==> src/rtl/pt_walker.sv <==
module pt_walker #(
  parameter logic [63:0] RAM_TOP = 64'h0000_0000_0100_0000,
  parameter int KEY_W = 12
) (
  input  logic             clk,
  input  logic             rst_n,
  input  logic             req_valid,
  input  logic [63:0]      req_va,
  input  logic [1:0]       req_kind,
  input  logic [1:0]       req_mode,
  input  logic             dat_on,
  input  logic             addr64,
  input  logic [63:0]      desc_pri,
  input  logic [63:0]      desc_sec,
  input  logic [63:0]      desc_home,
  input  logic [63:0]      prefix,
  output logic             busy,
  output logic             mem_req,
  output logic [63:0]      mem_addr,
  input  logic             mem_ack,
  input  logic [63:0]      mem_rdata,
  output logic             done,
  output logic             fault,
  output logic [2:0]       fcode,
  output logic [63:0]      xword,
  output logic [63:0]      ra,
  output logic             perm_r,
  output logic             perm_w,
  output logic             perm_x,
  output logic             key_we,
  output logic [KEY_W-1:0] key_idx,
  output logic             key_ref,
  output logic             key_chg
);
  localparam logic [63:0] LOWCORE = 64'h2000;
  localparam logic [2:0]  PG_TBL  = 3'd4;

  typedef enum logic [2:0] {S_IDLE, S_CHECK, S_FETCH, S_WAIT, S_DECODE, S_DONE, S_FAULT} st_t;
  st_t st;

  logic [63:0] va, cur, ent, ra_q, offs;
  logic [2:0]  tbl;
  logic [1:0]  kind_q, mode_q;
  logic        dat_q, pw, sec_f, sec_d, rng_bad;

  wire [63:0] va_in  = addr64 ? {req_va[63:12], 12'b0} : {33'b0, req_va[30:12], 12'b0};
  wire        fetch2 = (req_mode == 2'd2) && (req_kind == 2'd2);
  wire [1:0]  use_md = (fetch2 || req_mode == 2'd0) ? 2'd1 : req_mode;
  wire [1:0]  dtype  = cur[3:2];
  wire [2:0]  start  = 3'd3 - {1'b0, dtype};
  wire [63:0] org    = (tbl == PG_TBL) ? {cur[63:11], 11'b0} : {cur[63:12], 12'b0};
  wire [1:0]  exp_ty = 2'(3'd3 - tbl);

  always_comb begin
    case (tbl)
      3'd0:    offs = (va >> 50) & 64'h3ff8;
      3'd1:    offs = (va >> 39) & 64'h3ff8;
      3'd2:    offs = (va >> 28) & 64'h3ff8;
      3'd3:    offs = (va >> 17) & 64'h3ff8;
      default: offs = (va >> 9)  & 64'h07f8;
    endcase
    case (dtype)
      2'd2:    rng_bad = |va[63:53];
      2'd1:    rng_bad = |va[63:42];
      2'd0:    rng_bad = |va[63:31];
      default: rng_bad = 1'b0;
    endcase
  end

  always_ff @(posedge clk or negedge rst_n) begin
    if (!rst_n) begin
      st <= S_IDLE; va <= '0; cur <= '0; ent <= '0; ra_q <= '0; tbl <= '0;
      kind_q <= '0; mode_q <= 2'd1; dat_q <= 1'b0; pw <= 1'b1;
      sec_f <= 1'b0; sec_d <= 1'b0; fcode <= '0;
    end else begin
      case (st)
        S_IDLE: if (req_valid) begin
          va     <= va_in;
          kind_q <= req_kind;
          mode_q <= use_md;
          dat_q  <= dat_on;
          pw     <= 1'b1;
          sec_f  <= dat_on && fetch2;
          sec_d  <= dat_on && (req_mode == 2'd2) && !fetch2;
          cur    <= (use_md == 2'd2) ? desc_sec : (use_md == 2'd3) ? desc_home : desc_pri;
          st     <= S_CHECK;
        end
        S_CHECK:
          if (!dat_q || cur[5]) begin ra_q <= va; st <= S_DONE; end
          else if (rng_bad) begin fcode <= 3'd1; st <= S_FAULT; end
          else begin tbl <= start; st <= S_FETCH; end
        S_FETCH: st <= S_WAIT;
        S_WAIT: if (mem_ack) begin ent <= mem_rdata; st <= S_DECODE; end
        S_DECODE:
          if (tbl != PG_TBL) begin
            if (ent[5])                   begin fcode <= 3'd2; st <= S_FAULT; end
            else if (ent[3:2] != exp_ty)  begin fcode <= 3'd1; st <= S_FAULT; end
            else begin cur <= ent; tbl <= tbl + 3'd1; st <= S_FETCH; end
          end else begin
            if (ent[10])                          begin fcode <= 3'd3; st <= S_FAULT; end
            else if (ent[9] && kind_q == 2'd1)    begin fcode <= 3'd4; st <= S_FAULT; end
            else begin pw <= !ent[9]; ra_q <= {ent[63:12], 12'b0}; st <= S_DONE; end
          end
        default: st <= S_IDLE;
      endcase
    end
  end

  assign busy     = (st != S_IDLE);
  assign mem_req  = (st == S_FETCH);
  assign mem_addr = org + offs;
  assign done     = (st == S_DONE);
  assign fault    = (st == S_FAULT);
  assign xword    = {va[63:3], fcode == 3'd4, mode_q};
  assign ra       = (ra_q < LOWCORE) ? ra_q + prefix : ra_q;
  assign perm_r   = !sec_f;
  assign perm_w   = pw && !sec_f;
  assign perm_x   = !sec_d;
  assign key_we   = done && (ra < RAM_TOP);
  assign key_idx  = ra[12 +: KEY_W];
  assign key_ref  = perm_r;
  assign key_chg  = perm_w;
endmodule

==> config.mk <==
export PLATFORM = sky130hd
export DESIGN_NAME = pt_walker
export DESIGN_NICKNAME = d
export VERILOG_FILES = /design/src/rtl/pt_walker.sv
export SDC_FILE = /design/constraint.sdc
export NUM_CORES = 1
export LEC_CHECK = 0
export BUFFER_PORTS_ARGS = -buffer_cell sky130_fd_sc_hd__buf_2
export CAP_MARGIN = 20
export CELL_PAD_IN_SITES_DETAIL_PLACEMENT = 0
export CELL_PAD_IN_SITES_GLOBAL_PLACEMENT = 1
export CORE_AREA = 2 2 239 241
export DETAILED_ROUTE_END_ITERATION = 7
export DIE_AREA = 0 0 241 243
export HOLD_SLACK_MARGIN = 0.12
export PLACE_DENSITY_LB_ADDON = 0.1
export SYNTH_ARGS = -nofsm -noshare
export SYNTH_HDL_FRONTEND = slang
export SYNTH_SLANG_ARGS = --single-unit
==> constraint.sdc <==
create_clock -name clk -period 12.1 [get_ports clk]
set_input_delay 0.605 -clock clk [delete_from_list [all_inputs] [get_ports clk]]
set_output_delay 0.605 -clock clk [all_outputs]
set_load 0.01 [all_outputs]
After elaboration in Yosys (flattened, before gate mapping)
Index checks and enable logic that the tools add are counted.

word-level totals
  register bits after elaboration = 273
  input bits = 394
  logic and storage cells = 133

cells by class
  add/subtract/negate cells = 5
  magnitude comparators = 2
  equality and inequality tests = 34
  multiplexer cells = 47
  reductions and logical operators = 32

operators by type and width
  cell                    count
  $mux W64                12
  $pmux W64 S2            2
  $add A64 B14 Y64        1
  $add A64 B64 Y64        1
  $lt A64 B14 Y1 const B  1
  $lt A64 B25 Y1 const B  1
  $mux W3                 19
  $pmux W14 S4            1
  $reduce_or A33 Y1       1
  $ne A2 B2 Y1 const B    12
  $reduce_or A22 Y1       1
  $reduce_and A5 Y1       4
  $eq A3 B3 Y1 const B    5
  $pmux W3 S5             1
  $eq A3 B2 Y1 const B    4
  $mux W12                1
  $pmux W3 S2             2
  $reduce_or A11 Y1       1
  $eq A2 B2 Y1 const B    5
  $ne A4 B4 Y1 const B    2
  $logic_and A1 B1 Y1     7
  $eq A3 B1 Y1 const B    2
  $logic_not A3 Y1        2
  $mux W2                 3
  other kinds (16)        29

Longest topological paths before layout
Gate-level depths: netlist of the first run.

  depth in word-level cells = 9
  mapped depth = 20

Worst setup path after synthesis of the first run
OpenSTA, ideal clock, no wires.

  kind = input port to output port
  start point = input prefix[12]
  end point = output key_we
  arrival = 3851 ps
  required time = 11495 ps
  setup slack = 7644 ps
  cell stages on the path = 14
  cell sequence = ha_1 -> inv_1 -> fa_1 -> nor2b_1 -> o2111ai_1 -> a31oi_1 -> a211oi_2 -> a311oi_2 -> a211o_1 -> a41o_1 -> a2111o_1 -> a2111oi_2 -> o2111ai_1 -> a2111oi_2

between the ends
  cells in the longest elaborated chain, start to end = 4

RTL lines
  element              line  text
  from (decl)          16    input logic [63:0] prefix,
  $add A64 B64 Y64     115   assign ra = (ra_q < LOWCORE) ? ra_q + prefix : ra_q;
  $mux W64             115
  via ra[50]           26    output logic [63:0] ra,
  $lt A64 B25 Y1       119   assign key_we = done && (ra < RAM_TOP);
  $logic_and A1 B1 Y1  119
  to (decl)            30    output logic key_we,

The timed path passes the listed nets, and every way through them passes these cells.

Worst setup path after layout of the first run
  start point = register tbl[0]
  end point = output mem_addr[59]

between the ends
  cells in the longest elaborated chain, start to end = 3

RTL lines
  element                                          line    text
  from (decl)                                      42      logic [2:0] tbl;
  from (signal assigned)                           72      st <= S_IDLE; va <= '0; cur <= '0; ent <= '0; ra_q <= '0; tbl <= '0;
  from (signal assigned)                           91      else begin tbl <= start; st <= S_FETCH; end
  from (signal assigned)                           98      else begin cur <= ent; tbl <= tbl + 3'd1; st <= S_FETCH; end
  $eq A3 B2 Y1 (tied with other cells)             55      case (tbl)
  $pmux W14 S4 / $mux W12 (equally long branches)  55, 51
  $add A64 B14 Y64 *                               111     assign mem_addr = org + offs;
  to (decl)                                        19      output logic [63:0] mem_addr,

Every way passes the cells marked *; elsewhere a longest branch is shown, timed or not.

==> qor.yml, run 1 <==
pin_count: 611
startpoint: "tbl[0]"
grt_pass1_wl_um: 107000
clk_latency_ps: 550
post_cts_resized: 0
place_inst: 3153
nNetsFinal: 2882
peakVddDrop_mv: 0.119
r2r_end: "ra_q[21]"
via_per_inst: 5.22
synth_top_family_by_area: "compound AO/OA/AOI/OAI gates"
crit_type: "register to primary output"
hpwlAfterDp_um: 60000
seq_area_frac_synth_pct: 36.3
power.total_mw: 5.59
synthAdderAreaFrac_pct: 4.80
initial_core_util_pct: 29.0
crit_arrival_ps: 5790
maxSlewViolCount: 0
critPathTopFamily: "simple AND/OR/NAND/NOR gates"
cts_root_buf: "clkbuf_16"
clkTransAtPathRegs_ps: 60
grt_max_degree: 105
io_buffers: 556
critical_path.cell_chain: "inv_1, ha_1, a222oi_1, o21ai_0, ha_1, inv_1, fa_1, inv_1, a21o_1, nor2b_1, nand2_1, nor3_1, and4_1, and4_1, nand3_1, nor2_1, xor2_1, buf_2"
rows: 87
end_kind: "primary output"
cts_tree: "done"
antenna_found_initial: 11
fin_cells: 3206
drtPass1Iterations: 8
drive_gt1_share_pct: 30.1
critical_path_buf_inv_count: 4
synth_compound_area_share_pct: 22.6
netlist_top_cells_count: "nand2_1, dfrtp_1, a21oi_1"
yosysWarnings: 0
drc: 8
r2r-start: "tbl[0]"
wire_per_inst_um: 23.4
ys.flop_type: "dfrtp_1"
slowest_stage: "ha_1"
fin_crit_ps: 6390
p_per_area_nw_per_um2: 274
worst_slew_pin_slew_ps: 1010
fmax_mhz: 156
ant_nets: 0
ys_async_sr_fraction_pct: 100
fillers: 6001
postSynthCellCount: 1962
reg2reg_slack_ps: 8480
drt-total-wl_um: 74900
finalSetupViolCount: 0
clock-sinks: 235
muxShareOfSynthArea_pct: 5.95
area_growth_pct: 26.1
cp_slowest_stage_delay_ps: 540
rsz0062_at_grt: "no"
overflow: 0
grtUsageTotal_pct: 24.6
outcome: "finished with violations"
crit_top_cell: "inv_1"
cp.required_ps: 11490
first_global_vias: 16400
post_cts_buffers: 0
ff2ff_path_depth: 10
violations: "DRC"
synth_simple_gate_area_share_pct: 20.8
max_cap_violations: 0
ys_seq_elements: 235
post-synth-top-area-cell: "dfrtp_1"
finClkSkew_ps: 15.5
die_y_um: 243
worst-path-stages: 18
synthTopCellsByArea: "dfrtp_1, nand2_1, mux2_2, a21oi_1, ha_1"
place.gp.congestion: 0.898
cellLeakagePower_nw: 9.51
coreArea_um2: 56000
fin_crit_sh_pct: 52.8
synth_cell_types: 77
setup_tns_ps: 0
critPathLaunchType: "register"
synth_top_area_share_pct: 36.0
dieArea_um2: 58600
cts_hold_buf: 0
synth.most_common_cell: "nand2_1"
htree_levels: 1
synth_edf_count: 0
cts_made_buffers: 27
syn-cell-area_um2: 16200
drtIter0Drc: 1091
die_w_um: 241
clk_path_buf_depth: 3
slew_headroom_pct: 32.4
final_core_util_pct: 36.5
synth-xor-area-share_pct: 4.87
post_synth.cell_area_avg_um2: 8.26
hold_class: "primary input to asynchronous set/reset pin"
vias: 16700
crit_fanout: 15
finalHoldViolCount: 0
where the power goes:
group | internal [mW] | switching, mW
registers | 1.17 | 0.548
clock network | 0.505 | 0.348
logic | 1.20 | 1.82
total | 2.88 | 2.72
cells in the final DEF (no fill, tap or decap), drive strengths merged, types with 12 or more instances in the layout:
| master | netlist | layout |
|---|---|---|
| clkbuf | 104 | 37 |
| and2 | 21 | 21 |
| ha | 59 | 59 |
| xnor2 | 59 | 59 |
| buf | 43 | 572 |
| a21oi | 185 | 185 |
| dfrtp | 233 | 233 |
| nor3 | 25 | 25 |
| nand4 | 23 | 23 |
| o211ai | 15 | 15 |
| mux2 | 82 | 82 |
| xor2 | 31 | 31 |
| nor4 | 23 | 23 |
| a21o | 54 | 54 |
| nor2 | 132 | 132 |
| inv | 26 | 26 |
| nand2 | 364 | 364 |
| a31oi | 69 | 69 |
| nand3 | 93 | 93 |
| o221ai | 46 | 46 |
| a211oi | 17 | 17 |
| conb | 1 | 12 |
| o21ai | 90 | 90 |
per-layer routing:
layer / GRT usage (%) / part of all wire [%]
met2: 40.5 / 47
met1: 33.3 / 44
met4: 6.43 / 2.4
met5: 0 / 0.11
met3: 4.17 / 5.9
registers in the layout, summed over array words and instances (netlist names), 2 cells and up:
signal / count
fcode: 3
st: 3
mode_q: 2
tbl: 3
ent: 58
ra_q: 52
cur: 56
kind_q: 2
va: 52
layout make-up:
type	count	area (um^2)	share of cell area, %
clock inverter	12	149	0.729
multi-input combinational	1565	9650	47.2
sequential	235	5880	28.8
inverter	26	97.6	0.478
tap	756	946	4.63
clock buffer	37	763	3.74
antenna	3	7.51	0.0367
timing repair buffer	572	2940	14.4
cell families after synthesis:
group	count (synthesis)
other	1
adder cells (fa/ha/maj)	61
multiplexers	86
AND/OR/NAND/NOR	752
buffers and inverters	173
XOR/XNOR	90
AO/OA/AOI/OAI	564
flip-flops	235
stage by stage:
step,hold WS [ps],area [um^2],setup WS (ps)
2_1_floorplan,309,16200,7640
3_5_place_dp,467,19500,6210
5_1_grt,171,20400,5130
6_report,122,20400,5710
3_3_place_gp,467,19500,6250
4_1_cts,146,20400,5590
worst max-delay path by stage:
stage,endpoint
after floorplan,key_we
after global placement,mem_addr[59]
after detailed placement,mem_addr[59]
after CTS,mem_addr[59]
after global routing,mem_addr[59]
final,mem_addr[59]
Power figures use the tool's default switching activity.
==> run 2: changes to the inputs <==
Settings changed: ABC_AREA set to 1, CORE_AREA 2 2 239 241 to not set, CORE_UTILIZATION set to 32, DIE_AREA 0 0 241 243 to not set.
Clock period 12.1 ns to 5.8 ns, I/O delays scaled along.
==> run 2 against run 1 <==
Compared with the run above:
- the run now ends clean
- non-clock buffer count grew 166
- sequential power grew 88%
- flip-flop and latch count is the same
- total power grew 120%
- wire length grew 22%
==> qor.yml, run 2 <==
drt-total-wl_um: 91200  # +22%
power.total_mw: 12.3  # +120%
vias: 20700  # +23%
clk_path_buf_depth: 3  # unchanged
fillers: 6092  # +1.5%
final_area_um2: 24100  # +18%
drtPass1Iterations: 7  # -1
max_cap_violations: 0  # unchanged
wire_per_inst_um: 22.3  # -4.6%
synth_cell_types: 60  # -22%
setup_ws_ps: 1020  # -4680 ps
ff2ff_path_depth: 8  # -2
synth_compound_area_share_pct: 16.1  # -6.5 points
clock-sinks: 235  # unchanged
seq_area_um2: 5880  # unchanged
ys_async_sr_fraction_pct: 100  # unchanged
synth_edf_count: 0  # unchanged
cts_tree: "done"
slew_headroom_pct: 36.9  # +4.5 points
synthTopCellsByArea: "dfrtp_1, nand2_1, inv_1, o21ai_0, nor2_1"
yosysWarnings: 0  # unchanged
crit_arrival_ps: 4490  # -1300 ps
post-synth-top-area-cell: "dfrtp_1"
critPathLaunchType: "register"
final_core_util_pct: 43.4  # +6.8 points
syn-cell-area_um2: 18100  # +12%
synthAdderAreaFrac_pct: 4.29  # -0.51 points
synth_top_family_by_area: "simple AND/OR/NAND/NOR gates"
cp.required_ps: 5510  # -5980 ps
reg_top3: "ent x58, cur x56"
initial_core_util_pct: 32.7  # +3.7 points
cellLeakagePower_nw: 12.3  # +30%
finalHoldViolCount: 0  # unchanged
hold_class: "primary input to register"
via_per_inst: 5.05  # -3.4%
ys.flop_type: "dfrtp_1"
whs_ps: 147  # +25.1 ps
pin_count: 611  # unchanged
largest_reg_flops: 58  # unchanged
p_per_area_nw_per_um2: 512  # +87%
coreArea_um2: 55500  # -0.76%
grt_max_degree: 119  # +13%
grtUsageTotal_pct: 31.1  # +6.4 points
ant_nets: 0  # unchanged
finalSetupViolCount: 0  # unchanged
drive_gt1_share_pct: 23.0  # -7.1 points
io_buffers: 556  # unchanged
hpwlAfterDp_um: 75900  # +26%
fmax_mhz: 209
fin_crit_ps: 4780
htree_levels: 1  # unchanged
die_w_um: 240  # -0.36%
post_cts_buffers: 0  # unchanged
muxShareOfSynthArea_pct: 3.54  # -2.4 points
place.gp.congestion: 0.935  # +4.0%
area_growth_pct: 32.7
dieArea_um2: 57700  # -1.5%
synth_simple_gate_area_share_pct: 30.0  # +9.2 points
grt_pass1_wl_um: 131000  # +22%
clk_latency_ps: 560  # about the same
synth.most_common_cell: "nand2_1"
crit_fanout: 11  # -4
rsz0062_at_grt: "no"
netlist_top_cells_count: "nand2_1, inv_1, nor2_1"
rows: 86  # -1.1%
synth-xor-area-share_pct: 2.99  # -1.9 points
cts_root_buf: "clkbuf_16"
first_global_vias: 20400  # +25%
final_common_cell: "nand2_1"
layout_common_cells: "nand2_1, buf_2, inv_1, nor2_1, o21ai_0"
clkTransAtPathRegs_ps: 60  # about the same
setup_tns_ps: 0  # unchanged
overflow: 0  # unchanged
finClkSkew_ps: 12.3  # -3.15 ps
cts_made_buffers: 27  # unchanged
maxSlewViolCount: 0  # unchanged
drc: 0  # -8
post_dp_cell_area_um2: 21500  # +10%
seq_area_frac_synth_pct: 32.4  # -3.9 points
post-place-ws_ps: 1680  # -4540 ps
nNetsFinal: 3774  # +31%
place_inst: 3871  # +23%
synth_top_area_share_pct: 32.1  # -3.9 points
end_kind: "primary output"
fin_crit_sh_pct: 82.3
antenna_found_initial: 13  # +2
worst_slew_pin_slew_ps: 946  # -67.2 ps
postSynthCellCount: 2669  # +36%
whs_path_depth: 5
outcome: "complete, no violations"
drtIter0Drc: 1234  # +13%
peakVddDrop_mv: 0.232  # +95%
fin_cells: 4093  # +28%
post_synth.cell_area_avg_um2: 6.80  # -18%
regMostFlops: "ent"
crit_type: "register to primary output"
die_y_um: 240  # -1.2%
ys_seq_elements: 235  # unchanged
multi_input_area_um2: 10400  # +7.8%
==> run 2: cell count changes in the layout (fill, tap and decap cells not counted), sizes merged, moves of 19 or more <==
| cell | previous run | this run |
|---|---|---|
| nand2 | 364 | 711 |
| xnor2 | 59 | 26 |
| a21o | 54 | 7 |
| inv | 26 | 348 |
| and2 | 21 | 2 |
| a31oi | 69 | 23 |
| a21oi | 185 | 113 |
| mux2 | 82 | 57 |
| dlygate4sd3 | 0 | 167 |
| nand3 | 93 | 155 |
| nor2 | 132 | 299 |
| o21ai | 90 | 258 |
==> run 2: routing by layer <==
| layer | global-route usage (%) | routed length, um |
|---|---|---|
| met4 | 8.16 | 2360 |
| met1 | 39.0 | 38400 |
| met3 | 4.45 | 4760 |
| met5 | 0 | 73 |
| met2 | 55.2 | 45600 |
==> run 2: area by class of cell <==
class | count | area share (%)
repair buffers | 738 | 19.2
clock buffers | 39 | 3.16
flip-flops and latches | 235 | 24.4
clock inverters | 10 | 0.546
inverters | 355 | 5.54
multi-input cells | 1962 | 43.2
well taps | 748 | 3.89
diodes | 6 | 0.0624
==> run 2: report_power, final <==
group / internal (mW) / switching, mW
Combinational: 2.46 / 4.87
Clock: 1.04 / 0.731
Sequential: 2.43 / 0.802
Total: 5.93 / 6.40
==> run 2: cell families after synthesis <==
logic type	after synthesis
other	1
and+or+nand+nor	1265
adders and majority gates	61
AOI/OAI and AO/OA	505
muxes	57
xor gates and xnor gates	62
buffers and inverters	483
DFF	235
==> run 2: timing repair <==
| item | in CTS | in global routing |
|---|---|---|
| hold buffers | 167 | 0 |
| endpoints found under the hold margin | 282 | 0 |
| resized for setup | 0 | 0 |
==> run 2: worst paths after layout <==
kind	start	slack [ps]	to
max in group asynchronous	rst_n	4130	ent[27]
worst max register to register	st[1]	2170	sec_f
worst min register to register	ent[9]	460	pw
worst min-delay path	desc_sec[11]	150	cur[11]
worst max-delay path	tbl[0]	1020	mem_addr[59]
min in group asynchronous	rst_n	410	st[0]
==> run 2: critical path, stage by stage, from the launching register on <==
cell       delay, ps
dfrtp_1          450
inv_1            140
ha_1             180
nand2_1          260
o2111ai_1        350
ha_1             220
inv_1             60
fa_1             450
o21ai_4          210
nand3_4          110
nor2_2           150
inv_2             90
nor4_4           240
nand3_2          170
inv_2             90
nand4_2          150
nor4_2           210
xor2_1           220
buf_2            170
